File: src/rtl/irq_route_pkg.sv
package irq_route_pkg;

    // Byte offset of the first routing halfword in the routing window.
    localparam int ROUTE_BASE  = 'h80;
    // Byte offset of the core-number register in the identity window.
    localparam int CORE_ID_OFF = 'h4;
    // Width of the register bus data path.
    localparam int DATA_W      = 16;

    typedef enum logic {
        WIN_CORE_ID = 1'b0,
        WIN_ROUTE   = 1'b1
    } bus_win_e;

    // Enable field of one routing register: bit 0 = core 0, bit 1 = core 1.
    typedef logic [1:0] route_field_t;

    function automatic route_field_t take_field(input logic [DATA_W-1:0] raw);
        return raw[1:0];
    endfunction

endpackage

File: src/rtl/irq_route_decode.sv
module irq_route_decode
    import irq_route_pkg::*;
#(
    parameter int NUM_SRC = 112,
    parameter int ADDR_W  = 10,
    parameter int IDX_W   = $clog2(NUM_SRC)
) (
    input  logic [ADDR_W-1:0] addr,
    input  bus_win_e          win,
    output logic              route_hit,
    output logic [IDX_W-1:0]  route_idx,
    output logic              core_id_hit
);

    localparam int LAST_OFF = ROUTE_BASE + 2 * (NUM_SRC - 1);

    logic [ADDR_W-1:0] rel_off;

    always_comb begin
        rel_off     = addr - ADDR_W'(ROUTE_BASE);
        route_hit   = (win == WIN_ROUTE)
                    && (addr >= ADDR_W'(ROUTE_BASE))
                    && (addr <= ADDR_W'(LAST_OFF))
                    && !addr[0];
        route_idx   = rel_off[IDX_W:1];
        core_id_hit = (win == WIN_CORE_ID) && (addr == ADDR_W'(CORE_ID_OFF));
    end

endmodule

File: src/rtl/irq_route_regs.sv
module irq_route_regs
    import irq_route_pkg::*;
#(
    parameter int NUM_SRC = 112,
    parameter int IDX_W   = $clog2(NUM_SRC)
) (
    input  logic               clk,
    input  logic               rst_n,
    input  logic               wr_en,
    input  logic [IDX_W-1:0]   wr_idx,
    input  route_field_t       wr_field,
    input  logic [IDX_W-1:0]   rd_idx,
    output route_field_t       rd_field,
    output logic [NUM_SRC-1:0] en_core0,
    output logic [NUM_SRC-1:0] en_core1
);

    typedef struct packed {
        logic [NUM_SRC-1:0] en0;
        logic [NUM_SRC-1:0] en1;
    } route_state_t;

    route_state_t st_d, st_q;

    always_comb begin
        st_d = st_q;
        if (wr_en) begin
            st_d.en0[wr_idx] = wr_field[0];
            st_d.en1[wr_idx] = wr_field[1];
        end
    end

    always_ff @(posedge clk or negedge rst_n) begin
        if (!rst_n) begin
            st_q <= '0;
        end else begin
            st_q <= st_d;
        end
    end

    assign rd_field = {st_q.en1[rd_idx], st_q.en0[rd_idx]};
    assign en_core0 = st_q.en0;
    assign en_core1 = st_q.en1;

endmodule

File: src/rtl/irq_route_fanout.sv
module irq_route_fanout #(
    parameter int NUM_SRC = 112
) (
    input  logic [NUM_SRC-1:0] src_lvl,
    input  logic [NUM_SRC-1:0] en_core0,
    input  logic [NUM_SRC-1:0] en_core1,
    output logic [NUM_SRC-1:0] out_core0,
    output logic [NUM_SRC-1:0] out_core1
);

    for (genvar g = 0; g < NUM_SRC; g++) begin : g_src
        assign out_core0[g] = src_lvl[g] & en_core0[g];
        assign out_core1[g] = src_lvl[g] & en_core1[g];
    end

endmodule

File: src/rtl/irq_route_matrix.sv
module irq_route_matrix
    import irq_route_pkg::*;
#(
    parameter int NUM_SRC = 112,
    parameter int ADDR_W  = 10
) (
    input  logic               clk,
    input  logic               rst_n,
    input  logic               bus_en,
    input  logic               bus_we,
    input  logic               bus_win,
    input  logic               bus_core,
    input  logic [ADDR_W-1:0]  bus_addr,
    input  logic [15:0]        bus_wdata,
    output logic [15:0]        bus_rdata,
    input  logic [NUM_SRC-1:0] src_irq,
    output logic [NUM_SRC-1:0] cpu0_irq,
    output logic [NUM_SRC-1:0] cpu1_irq
);

    localparam int IDX_W = $clog2(NUM_SRC);

    logic               route_hit;
    logic               core_id_hit;
    logic [IDX_W-1:0]   route_idx;
    route_field_t       rd_field;
    logic [NUM_SRC-1:0] en_core0;
    logic [NUM_SRC-1:0] en_core1;
    logic               wr_route;

    irq_route_decode #(
        .NUM_SRC (NUM_SRC),
        .ADDR_W  (ADDR_W),
        .IDX_W   (IDX_W)
    ) u_decode (
        .addr        (bus_addr),
        .win         (bus_win_e'(bus_win)),
        .route_hit   (route_hit),
        .route_idx   (route_idx),
        .core_id_hit (core_id_hit)
    );

    assign wr_route = bus_en && bus_we && route_hit;

    irq_route_regs #(
        .NUM_SRC (NUM_SRC),
        .IDX_W   (IDX_W)
    ) u_regs (
        .clk      (clk),
        .rst_n    (rst_n),
        .wr_en    (wr_route),
        .wr_idx   (route_idx),
        .wr_field (take_field(bus_wdata)),
        .rd_idx   (route_idx),
        .rd_field (rd_field),
        .en_core0 (en_core0),
        .en_core1 (en_core1)
    );

    irq_route_fanout #(
        .NUM_SRC (NUM_SRC)
    ) u_fanout (
        .src_lvl   (src_irq),
        .en_core0  (en_core0),
        .en_core1  (en_core1),
        .out_core0 (cpu0_irq),
        .out_core1 (cpu1_irq)
    );

    always_comb begin
        bus_rdata = '0;
        if (bus_en && !bus_we) begin
            if (route_hit) begin
                bus_rdata[1:0] = rd_field;
            end else if (core_id_hit) begin
                bus_rdata[0] = bus_core;
            end
        end
    end

endmodule

File: config.mk
export PLATFORM = sky130hd
export DESIGN_NAME = irq_route_matrix
export DESIGN_NICKNAME = d
export VERILOG_FILES = /design/src/rtl/irq_route_pkg.sv /design/src/rtl/irq_route_decode.sv /design/src/rtl/irq_route_regs.sv /design/src/rtl/irq_route_fanout.sv /design/src/rtl/irq_route_matrix.sv
export SDC_FILE = /design/constraint.sdc
export NUM_CORES = 1
export LEC_CHECK = 0
export ABC_AREA = 1
export BUFFER_PORTS_ARGS = -buffer_cell sky130_fd_sc_hd__buf_4
export CAP_MARGIN = 0
export CORE_ASPECT_RATIO = 0.8
export CORE_UTILIZATION = 45
export CTS_CLUSTER_DIAMETER = 150
export DETAILED_ROUTE_END_ITERATION = 6
export PLACE_DENSITY_LB_ADDON = 0.08
export SLEW_MARGIN = 20
export SYNTH_ARGS = -nofsm -noshare
export SYNTH_HDL_FRONTEND = slang
export SYNTH_HIERARCHICAL = 1
export SYNTH_SLANG_ARGS = --single-unit
export TNS_END_PERCENT = 50
File: constraint.sdc
create_clock -name clk -period 2.6 [get_ports clk]
set_input_delay 0.39 -clock clk [delete_from_list [all_inputs] [get_ports clk]]
set_output_delay 0.39 -clock clk [all_outputs]
set_load 0.1 [all_outputs]
# Yosys cells after proc, flatten, opt, wreduce, memory -nomap -nowiden
# Cells that the tools add are included.
# totals
output_inout_bits	240
wordCells	255
input_bits	144
register_bits	224
# classes
eq_ne	1
n_reduce_logical	10
n_lt_le_gt_ge	4
n_bitwise	225
mux	12
add_sub_neg	1
# op_table
operator	count
$and 1x1->1	224
$bwmux 112	2
$bmux 1 s7	2
$eq 10x3->1 const B	1
$ge 10x8->1 const B	1
$le 10x9->1 const B	1
$logic_and 1x1->1	8
$lt 7x8->1 const B	1
$sub 8x8->8 const B	1
$demux 1 s7	1
$ge 7x1->1 const B	1
$mux 1	6
$logic_not 1->1	2
$mux 2	1
$not 1->1	1

# Longest topological paths before layout
# depth
depth_word	6
ltp_mapped	19
mapped_depth_nobuf	15

# Cells and area by module
# Netlist, hierarchy kept.
# by_module_without_submodules
mod	area_per_inst_um2	seq_area_each_um2	cells_per_inst	n_inst
irq_route_regs	10970.5	5605.4	1469	1
irq_route_fanout	1681.6	0.0	448	1
irq_route_matrix	162.7	0.0	25	1
irq_route_decode	147.6	0.0	32	1

# Least setup slack after synthesis
# No wires, ideal clock.
# synth_path
path_kind	input to output
startpoint	input bus_addr[1]
endpoint	output bus_rdata[1]
path_buffers	3
stages	16
t_arrival_ns	2.842
path_slack_ns	-0.632
required_time_ns	2.210
path_cell_list	buf_4 -> buf_2 -> inv_2 -> clkbuf_1 -> nand2_1 -> nand3_1 -> nand3_1 -> nand2_1 -> nand2_1 -> nand3_1 -> nand3_1 -> nand2_1 -> inv_1 -> nor2_1 -> nand2_1 -> nor3_2
# synth_via
elab_cells_between_ends	10
classes_between	add/sub (1); order compare (2); mux (4); reduce/logical (3)
# synth_rtl
item	line	source
start, declared	irq_route_matrix.sv:13	input logic [ADDR_W-1:0] bus_addr,
$sub 8x8->8	irq_route_decode.sv:20	rel_off = addr - ADDR_W'(ROUTE_BASE);
$bmux 1 s7	irq_route_regs.sv:41	assign rd_field = {st_q.en1[rd_idx], st_q.en0[rd_idx]};
$mux 1 (implied by the code)	irq_route_regs.sv:41	
via rd_field[1]	irq_route_matrix.sv:26	route_field_t rd_field;
$mux 1	irq_route_matrix.sv:73	if (route_hit) begin
$mux 2	irq_route_matrix.sv:72	if (bus_en && !bus_we) begin
end, declared	irq_route_matrix.sv:15	output logic [15:0] bus_rdata,
# The timed path passes the listed nets, and every way through them passes these cells. The select of a mux whose other input is x is not followed.

# Worst setup path after layout
# layout_path
startpoint	register u_regs.st_q, in the netlist u_regs/en_core1[94]
endpoint	output bus_rdata[1]
# layout_via
elab_chain_cells	4
# layout_rtl
item	line	source
start, declared	irq_route_regs.sv:23	route_state_t st_d, st_q;
start signal, assigned	irq_route_regs.sv:37	st_q <= st_d;
$bmux 1 s7	irq_route_regs.sv:41	
$mux 1 (implied by the code)	irq_route_regs.sv:41	
via rd_field[1]	irq_route_matrix.sv:26	
$mux 1	irq_route_matrix.sv:73	
$mux 2	irq_route_matrix.sv:72	
# The timed path passes the listed nets, and every way through them passes these cells. The select of a mux whose other input is x is not followed.

==> flow_summary.json <==
{
  "rsz0062_at_grt": "yes",
  "cap_violations": 0,
  "synth_top_family_by_area": "simple AND/OR/NAND/NOR gates",
  "vias": 13890,
  "drive_gt1_share_pct": 23.20,
  "drt-wirelength-per-cell_um": 15.90,
  "crit_path_max_incr_delay_ps": 410,
  "cp_cell_sequence": "nand2_1 > nand3_1 > nand3_1 > nand2_1 > nand2_1 > nand3_2 > nand3_1 > nand2_1 > inv_1 > nor2_1 > nand2_1 > nor3_4 > buf_12",
  "power.density_mw_per_mm2": 451.5,
  "comb_power_share_pct": 13.9,
  "dp_hpwl_um": 31460,
  "antenna_cells": 0,
  "ant_nets": 0,
  "cpMostUsedCell": "nand2_1",
  "synthDistinctLibCells": 23,
  "rrSetupSlack_ps": 1780,
  "p_int_uw": 5844,
  "switching_power_uw": 2183,
  "grt_pass1_vias": 12170,
  "start_util_pct": 45.83,
  "grt_pass1_wl_um": 66210,
  "ys_seq_elements": 224,
  "yosysTopAreaCell": "dfrtp_1",
  "dieArea_mm2": 0.02949,
  "numCtsBuffers": 25,
  "hold_depth": 3,
  "setup_viol": 2,
  "drc": 0,
  "power.leakage_uw": 0.01037,
  "die_w_um": 191.8,
  "fin_worst_skew_ps": 0,
  "die_h_um": 153.8,
  "core_area_mm2": 0.02828,
  "place_ws_ps": -86.66,
  "grt_max_degree": 79,
  "gp_congestion": 0.8885,
  "path_clk_slew_ps": 60,
  "status": "finished with violations",
  "cts_tree": "done",
  "grt_antenna_before_repair": 0,
  "r2r_start": "u_regs/en_core1[25]",
  "wl_um": 44210,
  "synth_compound_area_share_pct": 9.382,
  "clock.fmax_mhz": 379.4,
  "arrival_ps": 2250,
  "cts_buffer_depth": 3,
  "htree_levels": 1,
  "yosysTopAreaCellShare_pct": 43.24,
  "finalHoldViolCount": 0,
  "critPathTopFamily": "simple AND/OR/NAND/NOR gates",
  "seqPwrFrac_pct": 43.9,
  "synthAdderAreaFrac_pct": 0,
  "peakVddDrop_uv": 438.3,
  "crit_path_start_kind": "flop",
  "syn_inst": 1974,
  "first_pass_iters": 5,
  "max_slew.worst_pin.slew_ps": 732.9,
  "grt.overflow.total": 0,
  "finalCriticalPeriod_ps": 2636,
  "p_sw_share_pct": 27.20,
  "nets": 2540,
  "ys_top_cells_by_area": "dfrtp_1 (43%), nand2_1 (24%), inv_1 (9.1%)",
  "area_delta_synth_final_pct": 37.17,
  "finalCritPeriodShare_pct": 101.4,
  "worstPathMaxFanout": 3,
  "vias_per_cell": 4.997,
  "slew_headroom_pct": 50.96,
  "muxShareOfSynthArea_pct": 0,
  "hold_ws_ps": 154.0,
  "dr.first_iter.drc_count": 1025,
  "io_pins": 384,
  "end_kind": "output pin",
  "synthXorXnorAreaFrac_pct": 0,
  "root_buffer": "clkbuf_16",
  "crit_cells": 13,
  "ys_warn_count": 6,
  "synth_area_mm2": 0.01296,
  "critPathSlowestCell": "dfrtp_1",
  "reg2regPathDepth": 3,
  "cts_num_sinks": 224,
  "violations": "negative setup slack",
  "hold_class": "primary input to flop",
  "startpoint": "u_regs/en_core1[94]",
  "cp.required_ps": 2210,
  "crit_type": "flop to output pin",
  "totalPowerFinal_uw": 8028,
  "synth-simple-area-share_pct": 34.30,
  "slew_violations": 0,
  "portBuffers": 355,
  "power_frac_clock_pct": 42.1,
  "worstSkewPairLatency_ps": 520,
  "min-delay-start": "bus_wdata[1]",
  "crit_end": "bus_rdata[1]",
  "seq_area_frac_synth_pct": 43.24,
  "groute.usage.overall_pct": 28.92,
  "rows": 55,
  "setup_ws_ps": -36.05,
  "worstReg2RegEnd": "u_regs/en_core1[25]",
  "critical_path_buf_inv_count": 2,
  "avgSynthCellArea_um2": 6.567
}
==> power by group through the flow <==
stage / logic [uW] / registers, uW / clock network, uW
detailed placement: 1060 / 3590 / 0
global placement: 1050 / 3590 / 0
floorplan: 604 / 3580 / 0
CTS: 1070 / 3530 / 3410
finish: 1120 / 3530 / 3380
global route: 1200 / 3530 / 3540
==> per-stage QoR <==
step	util, %	TNS (ps)	area [um2]	std cells
floorplan	-	-184.0	13060	1987
global placement	57.97	-68.56	16400	2682
detailed placement	57.97	-86.66	16400	2682
CTS	61.02	0	17260	2730
global route	62.87	-263.6	17780	2780
finish	62.87	-62.25	17780	2780
==> how the worst min path moves through the flow <==
stage | endpoint
after floorplan | u_regs/en_core0[0]
after global placement | u_regs/en_core0[23]
after detailed placement | u_regs/en_core0[23]
after CTS | u_regs/en_core1[104]
after global routing | u_regs/en_core1[104]
final | u_regs/en_core1[104]
==> per-layer routing <==
layer	track usage (%)	part of all wire, %	wire length, um
met1	40.15	43	19040
met2	47.33	47	20710
met3	4.086	7.6	3345
met4	7.445	2.5	1105
met5	0	0	0
==> sequential cells by signal, indices dropped and copies added, names as in the netlist <==
register and cells:
u_regs/en_core1 112, u_regs/en_core0 112
==> cell type report <==
type                    count  area (um2)
multi-input cells        1348        5847
well taps                 370       462.9
repair buffers            475        3869
fillers                  2595       10500
clock inverters             8       67.56
flip-flops and latches    224        5605
inverters                 322        1224
clock buffers              33       705.7
==> tightest hold or removal path, delay by kind of cell <==
| kind | cells | cell delay, ps |
|---|---|---|
| buf+inv | 1 | 130 |
| compound gates | 1 | 60 |
| simple gates | 1 | 60 |
==> synthesized netlist by cell type <==
cell        n
o21ai_1    29
nor3_1     15
nand3_1   161
and3_2      1
dfrtp_1   224
inv_1     315
o211ai_1    4
buf_1      12
o21ai_0   183
nor2_2      3
buf_6       1
and2_0      2
nor4_2      2
buf_4      26
nor2_1     69
inv_2       7
buf_2      23
conb_1      1
a21oi_1    25
nor4_4      4
nor3_2      3
clkbuf_1   31
nand2_1   833
==> logic make-up (layout without fill, tap and decap cells) <==
kind of cell,count (synthesis),in the layout
AO/OA/AOI/OAI,241,241
other,1,14
flip-flops,224,224
buffers and inverters,415,838
AND/OR/NAND/NOR,1093,1093
==> timing repair <==
action | 4_1_cts | 5_1_grt
resized for setup | 9 | 31
endpoints found under the setup margin | 2 | 2
pin swaps | 3 | 18
hold endpoints to repair | 71 | 0
hold buffers | 1 | 0
setup buffers | 6 | 48
cloned | 0 | 2
==> cells in the final DEF (no fill, tap or decap), drive strengths merged <==
| cell | count |
|---|---|
| a21oi | 25 |
| and2 | 2 |
| and3 | 1 |
| buf | 472 |
| bufinv | 1 |
| clkbuf | 35 |
| clkinv | 9 |
| clkinvlp | 1 |
| conb | 14 |
| dfrtp | 224 |
| dlygate4sd3 | 1 |
| inv | 319 |
| nand2 | 833 |
| nand3 | 161 |
| nor2 | 72 |
| nor3 | 18 |
| nor4 | 6 |
| o211ai | 4 |
| o21ai | 212 |
No activity file was read; power rests on OpenSTA's default activity.
